File: src/rtl/bsram_pkg.sv
package bsram_pkg;

   typedef enum logic [1:0] {
      OP_NONE = 2'd0,
      OP_RD   = 2'd1,
      OP_WR   = 2'd2,
      OP_DSL  = 2'd3
   } op_e;

   // low two address bits of a burst step
   function automatic logic [1:0] burst_low(input logic [1:0] base,
                                            input logic [1:0] cnt,
                                            input logic       ilv);
      logic [1:0] r;
      r = ilv ? (base ^ cnt) : (base + cnt);
      return r;
   endfunction

endpackage

File: src/rtl/bsram_ctrl.sv
module bsram_ctrl
   import bsram_pkg::*;
#(
   parameter int ADDR_W   = 4,
   parameter int LANES    = 4,
   parameter int WAKE_CYC = 2
) (
   input  logic              clk,
   input  logic              rst,
   input  logic [ADDR_W-1:0] addr,
   input  logic              sel0_n,
   input  logic              sel1,
   input  logic              sel2_n,
   input  logic              proc_req_n,
   input  logic              ctl_req_n,
   input  logic              adv_n,
   input  logic              wr_all_n,
   input  logic              wr_lane_en_n,
   input  logic [LANES-1:0]  lane_sel_n,
   input  logic              ilv_order,
   input  logic              sleep,
   output op_e               acc_op,
   output logic [ADDR_W-1:0] acc_addr,
   output logic [LANES-1:0]  acc_lanes
);
   localparam int CW = $clog2(WAKE_CYC + 1);

   logic              all_sel, p_take, c_take, blocked, cont_now;
   logic [LANES-1:0]  wr_mask;
   logic [ADDR_W-1:0] base_q, nxt_addr;
   logic [1:0]        cnt_q, cnt_nxt;
   logic              active_q, start, kill;
   logic [CW-1:0]     wake_q;
   op_e               nxt_op, op_q;
   logic [LANES-1:0]  nxt_lanes;

   assign all_sel  = !sel0_n && sel1 && !sel2_n;
   assign wr_mask  = !wr_all_n ? {LANES{1'b1}} :
                     (!wr_lane_en_n ? ~lane_sel_n : {LANES{1'b0}});
   assign p_take   = !proc_req_n && !sel0_n;
   assign c_take   = !p_take && !ctl_req_n;
   assign blocked  = sleep || (wake_q != '0);
   assign cont_now = !blocked && !p_take && !c_take;

   always_comb begin
      nxt_op    = OP_NONE;
      nxt_addr  = acc_addr;
      nxt_lanes = '0;
      cnt_nxt   = cnt_q;
      start     = 1'b0;
      kill      = 1'b0;
      if (blocked) begin
         kill = 1'b1;
      end else if (p_take || c_take) begin
         if (!all_sel) begin
            nxt_op = OP_DSL;
            kill   = 1'b1;
         end else begin
            start    = 1'b1;
            nxt_addr = addr;
            cnt_nxt  = 2'd0;
            if (c_take && (wr_mask != '0)) begin
               nxt_op    = OP_WR;
               nxt_lanes = wr_mask;
            end else begin
               nxt_op = OP_RD;
            end
         end
      end else if (active_q) begin
         if (!adv_n) cnt_nxt = cnt_q + 2'd1;
         nxt_addr = {base_q[ADDR_W-1:2], burst_low(base_q[1:0], cnt_nxt, ilv_order)};
         if (wr_mask != '0) begin
            nxt_op    = OP_WR;
            nxt_lanes = wr_mask;
         end else begin
            nxt_op = OP_RD;
         end
      end
   end

   always_ff @(posedge clk) begin
      if (rst) begin
         op_q      <= OP_NONE;
         acc_addr  <= '0;
         acc_lanes <= '0;
         base_q    <= '0;
         cnt_q     <= '0;
         active_q  <= 1'b0;
         wake_q    <= '0;
      end else begin
         op_q      <= nxt_op;
         acc_addr  <= nxt_addr;
         acc_lanes <= nxt_lanes;
         cnt_q     <= cnt_nxt;
         if (start) begin
            base_q   <= addr;
            active_q <= 1'b1;
         end else if (kill) begin
            active_q <= 1'b0;
         end
         if (sleep)
            wake_q <= CW'(WAKE_CYC);
         else if (wake_q != '0)
            wake_q <= wake_q - 1'b1;
      end
   end

   assign acc_op = op_q;

   assert_write_has_lane_R3: assert property (@(posedge clk) disable iff (rst)
      (op_q == OP_WR) |-> (acc_lanes != '0));

   assert_burst_upper_fixed_R7: assert property (@(posedge clk) disable iff (rst)
      (active_q && (op_q == OP_RD || op_q == OP_WR) && cont_now)
      |=> $stable(acc_addr[ADDR_W-1:2]));

   assert_sleep_ignores_R12: assert property (@(posedge clk) disable iff (rst)
      sleep |=> (op_q == OP_NONE));

   assert_wake_ignores_R13: assert property (@(posedge clk) disable iff (rst)
      (wake_q != '0) |=> (op_q == OP_NONE));

endmodule

File: src/rtl/bsram_lane.sv
module bsram_lane #(
   parameter int ADDR_W = 4,
   parameter int W      = 9
) (
   input  logic              clk,
   input  logic              we,
   input  logic [ADDR_W-1:0] addr,
   input  logic [W-1:0]      wdata,
   output logic [W-1:0]      rdata
);
   localparam int DEPTH = 1 << ADDR_W;

   logic [W-1:0] mem [DEPTH];

   always_ff @(posedge clk) begin
      if (we) mem[addr] <= wdata;
   end

   assign rdata = mem[addr];

endmodule

File: src/rtl/bsram_out.sv
module bsram_out
   import bsram_pkg::*;
#(
   parameter int DW = 36
) (
   input  logic          clk,
   input  logic          rst,
   input  op_e           op,
   input  logic [DW-1:0] rdata,
   input  logic          sleep,
   input  logic          out_en_n,
   output logic [DW-1:0] dout,
   output logic          dout_en,
   output logic          drive
);
   logic [DW-1:0] dout_q;
   logic          drv_q, dsl2_q;

   always_ff @(posedge clk) begin
      if (rst) begin
         dout_q <= '0;
         drv_q  <= 1'b0;
         dsl2_q <= 1'b0;
      end else begin
         dsl2_q <= (op == OP_DSL);
         if (sleep) begin
            drv_q <= 1'b0;
         end else if (op == OP_RD) begin
            dout_q <= rdata;
            drv_q  <= 1'b1;
         end else if (op == OP_WR || dsl2_q) begin
            drv_q <= 1'b0;
         end
      end
   end

   assign dout    = dout_q;
   assign drive   = drv_q;
   assign dout_en = !out_en_n && drv_q && (op != OP_WR) && !sleep;

   assert_dcd_release_R11: assert property (@(posedge clk) disable iff (rst)
      (dsl2_q && op != OP_RD) |=> !drv_q);

   assert_sleep_drop_R12: assert property (@(posedge clk) disable iff (rst)
      sleep |=> !drv_q);

endmodule

File: src/rtl/burst_sram.sv
module burst_sram
   import bsram_pkg::*;
#(
   parameter int ADDR_W   = 4,
   parameter int LANES    = 4,
   parameter int LANE_W   = 9,
   parameter int WAKE_CYC = 2
) (
   input  logic                    clk,
   input  logic                    rst,
   input  logic [ADDR_W-1:0]       addr,
   input  logic                    sel0_n,
   input  logic                    sel1,
   input  logic                    sel2_n,
   input  logic                    proc_req_n,
   input  logic                    ctl_req_n,
   input  logic                    adv_n,
   input  logic                    wr_all_n,
   input  logic                    wr_lane_en_n,
   input  logic [LANES-1:0]        lane_sel_n,
   input  logic                    ilv_order,
   input  logic                    out_en_n,
   input  logic                    sleep,
   input  logic [LANES*LANE_W-1:0] din,
   output logic [LANES*LANE_W-1:0] dout,
   output logic                    dout_en
);
   localparam int DW = LANES * LANE_W;

   if (ADDR_W < 2) begin : g_bad_addr
      $error("burst_sram: ADDR_W must be at least 2");
   end
   if (LANES < 1 || LANE_W < 1) begin : g_bad_lane
      $error("burst_sram: LANES and LANE_W must be positive");
   end
   if (WAKE_CYC < 1) begin : g_bad_wake
      $error("burst_sram: WAKE_CYC must be positive");
   end

   op_e               acc_op;
   logic [ADDR_W-1:0] acc_addr;
   logic [LANES-1:0]  acc_lanes;
   logic [DW-1:0]     rdata;
   logic              drive;

   bsram_ctrl #(.ADDR_W(ADDR_W), .LANES(LANES), .WAKE_CYC(WAKE_CYC)) u_ctrl (
      .clk(clk), .rst(rst), .addr(addr),
      .sel0_n(sel0_n), .sel1(sel1), .sel2_n(sel2_n),
      .proc_req_n(proc_req_n), .ctl_req_n(ctl_req_n), .adv_n(adv_n),
      .wr_all_n(wr_all_n), .wr_lane_en_n(wr_lane_en_n), .lane_sel_n(lane_sel_n),
      .ilv_order(ilv_order), .sleep(sleep),
      .acc_op(acc_op), .acc_addr(acc_addr), .acc_lanes(acc_lanes)
   );

   for (genvar g = 0; g < LANES; g++) begin : g_lane
      bsram_lane #(.ADDR_W(ADDR_W), .W(LANE_W)) u_lane (
         .clk(clk),
         .we((acc_op == OP_WR) && acc_lanes[g]),
         .addr(acc_addr),
         .wdata(din[g*LANE_W +: LANE_W]),
         .rdata(rdata[g*LANE_W +: LANE_W])
      );
   end

   bsram_out #(.DW(DW)) u_out (
      .clk(clk), .rst(rst), .op(acc_op), .rdata(rdata),
      .sleep(sleep), .out_en_n(out_en_n),
      .dout(dout), .dout_en(dout_en), .drive(drive)
   );

   assert_read_drives_R6: assert property (@(posedge clk) disable iff (rst)
      (acc_op == OP_RD && !sleep) |=> drive);

   assert_write_releases_R10: assert property (@(posedge clk) disable iff (rst)
      (acc_op == OP_WR && !sleep) |=> !drive);

endmodule

File: config.mk
export PLATFORM = sky130hd
export DESIGN_NAME = burst_sram
export DESIGN_NICKNAME = d
export VERILOG_FILES = /design/src/rtl/bsram_pkg.sv /design/src/rtl/bsram_ctrl.sv /design/src/rtl/bsram_lane.sv /design/src/rtl/bsram_out.sv /design/src/rtl/burst_sram.sv
export SDC_FILE = /design/constraint.sdc
export NUM_CORES = 1
export LEC_CHECK = 0
export BUFFER_PORTS_ARGS = -buffer_cell sky130_fd_sc_hd__buf_2
export CAP_MARGIN = 5
export CORE_ASPECT_RATIO = 1.75
export CORE_MARGIN = 3
export CORE_UTILIZATION = 40
export DETAILED_ROUTE_END_ITERATION = 8
export GPL_TIMING_DRIVEN = 0
export PLACE_DENSITY_LB_ADDON = 0.12
export SKIP_CTS_REPAIR_TIMING = 1
export SYNTH_ARGS = -nofsm -noshare
export SYNTH_HDL_FRONTEND = slang
export SYNTH_SLANG_ARGS = --single-unit
export TNS_END_PERCENT = 30
File: constraint.sdc
create_clock -name clk -period 3.55 [get_ports clk]
set_clock_uncertainty 0.05 [all_clocks]
set_input_delay 0.1775 -clock clk [delete_from_list [all_inputs] [get_ports clk]]
set_output_delay 0.1775 -clock clk [all_outputs]
set_load 0.01 [all_outputs]
==> flow_metrics.env <==
export IMPL_status="complete, no violations"
export IMPL_r2r_slack_ns=0.27
export IMPL_synth_seq_cells=633
export IMPL_period_share_pct=92.4
export IMPL_htree_num_levels=2
export IMPL_seqCellArea_um2=18400
export IMPL_cts_root_buf="clkbuf_16"
export IMPL_yosysSeqAreaShare_pct=75.1
export IMPL_critPathBufInv=2
export IMPL_synth_avg_cell_area_um2=17.4
export IMPL_fillers=5324
export IMPL_clkLatencyLatePin_ns=0.61
export IMPL_finish_utilization_pct=47.2
export IMPL_path_clk_slew_ns=0.06
export IMPL_end_kind="register"
export IMPL_dp_hpwl_um=46200
export IMPL_route_detailed_drc=0
export IMPL_antenna_found_initial=2
export IMPL_setup_viol=0
export IMPL_numPortBuffers=90
export IMPL_yosys_cell_types_count=45
export IMPL_crit_slowest_cell="nor2_1"
export IMPL_numCtsBuffers=57
export IMPL_firstDrtPassIters=8
export IMPL_crit_chain="buf_2 > buf_1 > nand4_1 > nor2_1"
export IMPL_worst_path_dominant_cell_family="simple AND/OR/NAND/NOR gates"
export IMPL_start_util_pct=40.6
export IMPL_grt_ovfl_total=0
export IMPL_tightest_slew_ns=1.43
export IMPL_wl_um=69300
export IMPL_dieArea_um2=64500
export IMPL_rsz0062_at_grt="no"
export IMPL_fin_setup_tns_ns=0
export IMPL_via_count=13600
export IMPL_ctsLongestPathBuffers=3
export IMPL_cp_data_required_time_ns=3.72
export IMPL_max_vdd_ir_drop_v=0.000368
export IMPL_fin_nets=1681
export IMPL_total_power_mw=14.8
export IMPL_slowest_delay_ns=1.20
export IMPL_ys_async_sr_fraction_pct=0
export IMPL_area_delta_synth_final_pct=16.4
export IMPL_ys_warn_count=0
export IMPL_synth_edf_count=576
export IMPL_maxCapViolCount=0
export IMPL_vias_per_cell=5.54
export IMPL_clock_sinks=633
export IMPL_wl_per_cell_um=28.2
export IMPL_drtIter0Drc=928
export IMPL_cts_tree="done"
export IMPL_startpoint_type="register"
export IMPL_ant_nets=0
export IMPL_die_height_um=334
export IMPL_drive_gt1_share_pct=17.1
export IMPL_core_area_um2=60500
export IMPL_grt_pass1_vias=13900
export IMPL_path_max_fanout=10
export IMPL_netlist_area_um2=24500
export IMPL_crit_arrival_ns=3.45
export IMPL_hold_violations=0
export IMPL_io_pins=94
export IMPL_path_class="reg2reg"
export IMPL_syn_num_nets=1465
export IMPL_gp_congestion=0.829
export IMPL_fin_hold_ws_ns=0.0604
export IMPL_slew_headroom_pct=4.14
export IMPL_drv_slew=0
export IMPL_die_x_um=193
export IMPL_fmax_ghz=0.305
export IMPL_syn_inst=1407
export IMPL_leakage_nw=8.72
export IMPL_multi_input_area_um2=5580
export IMPL_rows=119
export IMPL_fin_crit_ns=3.28
export IMPL_grt_first_pass_wirelength_um=98200
export IMPL_grt_max_degree=17
export IMPL_power_density_nw_per_um2=517
export IMPL_ys_flop_type="edfxtp_1"
export IMPL_holdCritPathClass="in2reg"
export IMPL_grt_usage_pct=21.1
==> per-stage QoR <==
stage / instances / setup WS [ns] / area [um2]
6_report: 2459 / 0.270 / 28600
5_1_grt: 2458 / 0.250 / 28600
4_1_cts: 2402 / 0.268 / 28000
3_5_place_dp: 2295 / 0.257 / 26200
3_3_place_gp: 2283 / 0.0981 / 26000
2_1_floorplan: 1407 / 1.46 / 24500
==> final cells by class <==
| class | instances | share of cell area [%] |
|---|---|---|
| multi-input cells | 685 | 19.5 |
| clock inverters | 19 | 0.662 |
| clock buffers | 88 | 5.80 |
| repair buffers | 157 | 3.98 |
| flip-flops and latches | 633 | 64.6 |
| plain buffers | 87 | 1.97 |
| inverters | 2 | 0.0263 |
| well taps | 786 | 3.44 |
| diodes | 2 | 0.0175 |
==> synth_stat cells, drive strengths merged, types with 2 or more instances <==
cell | number | area, um2
o21a | 7 | 52.6
nand2 | 19 | 71.3
nor2 | 142 | 533
o22ai | 73 | 457
or3b | 2 | 17.5
a21oi | 11 | 55.1
inv | 2 | 7.51
a311oi | 39 | 342
and2 | 2 | 12.5
dfxtp | 57 | 1140
mux4 | 36 | 811
nand3b | 2 | 31.3
o21ai | 41 | 205
nand3 | 9 | 50.1
nor2b | 7 | 43.8
a221oi | 36 | 372
mux2i | 221 | 2210
nor3 | 18 | 95.1
or2 | 2 | 12.5
buf | 56 | 447
xnor2 | 2 | 17.5
clkbuf | 31 | 116
edfxtp | 576 | 17300
nand2b | 4 | 25.0
==> registers in the layout, indices dropped and copies added, names as in the netlist <==
| signal | cells |
|---|---|
| u_ctrl.acc_lanes | 4 |
| u_ctrl.wake_q | 2 |
| u_ctrl.base_q | 4 |
| u_out.dout | 36 |
| u_out.dsl2_q | 1 |
| u_ctrl.cnt_q | 2 |
| u_ctrl.acc_addr | 4 |
| u_ctrl.active_q | 1 |
| g_lane.u_lane.mem | 576 |
| u_out.drive | 1 |
| u_ctrl.acc_op | 2 |
==> logic make-up after synthesis <==
| logic type | after synthesis | share of synthesized area, % |
|---|---|---|
| simple gates | 211 | 3.75 |
| flops | 633 | 75.1 |
| mux | 257 | 12.3 |
| fa+ha+maj | 1 | 0.0510 |
| compound gates | 213 | 6.26 |
| buf+inv | 89 | 2.32 |
| xor+xnor | 3 | 0.163 |
==> layout by cell type, fill, tap and decap left out, types with 5 or more instances in the layout <==
master         count
a21oi_1           11
a221oi_1          27
a221oi_2           9
a311oi_1          39
buf_1              8
buf_2            100
buf_4             22
buf_6             26
clkbuf_1          53
clkbuf_16         59
clkbuf_8           8
clkinv_1           8
clkinv_2           6
dfxtp_1           57
dlygate4sd3_1     54
edfxtp_1         576
mux2i_1          221
mux4_2            36
nand2_1           19
nand3_1            8
nor2_1           142
nor2b_1            7
nor3_1             8
nor3_2            10
o21a_1             7
o21ai_0            5
o21ai_1           36
o22ai_1           73
==> worst paths after layout <==
check	start	endpoint	cells past startpoint
setup reg to reg	u_ctrl.acc_addr[3]$_SDFFE_PP0P_	g_lane[1].u_lane.mem[15][3]$_DFFE_PP_	4
hold reg to reg	u_ctrl.acc_op[1]$_SDFF_PP0_	u_out.dsl2_q$_SDFF_PP0_	2
setup / recovery	u_ctrl.acc_addr[3]$_SDFFE_PP0P_	g_lane[1].u_lane.mem[15][3]$_DFFE_PP_	4
hold / removal	rst	u_ctrl.acc_op[0]$_SDFF_PP0_	3
==> power by group <==
group	leakage (nW)	switching, mW	total, mW	internal, mW
Sequential	5.64	0.0145	8.15	8.13
Clock	0.900	2.68	6.17	3.49
Combinational	2.18	0.291	0.455	0.164
Total	8.72	2.99	14.8	11.8
==> metal layers <==
metal,up-vias,routed length [um],GRT usage [%]
met5,-,0,0
met4,0,2580,7.85
met3,129,3280,3.16
met2,436,37400,39.4
met1,7003,26100,24.4
li1,6061,-,-
==> worst register-to-register path: cells and delay by family, from the launching register on <==
kind,cells,cell delay (ns)
buffers and inverters,2,0.87
flip-flops,1,0.33
AND/OR/NAND/NOR,2,1.64
(Power assumes the default switching activity.)
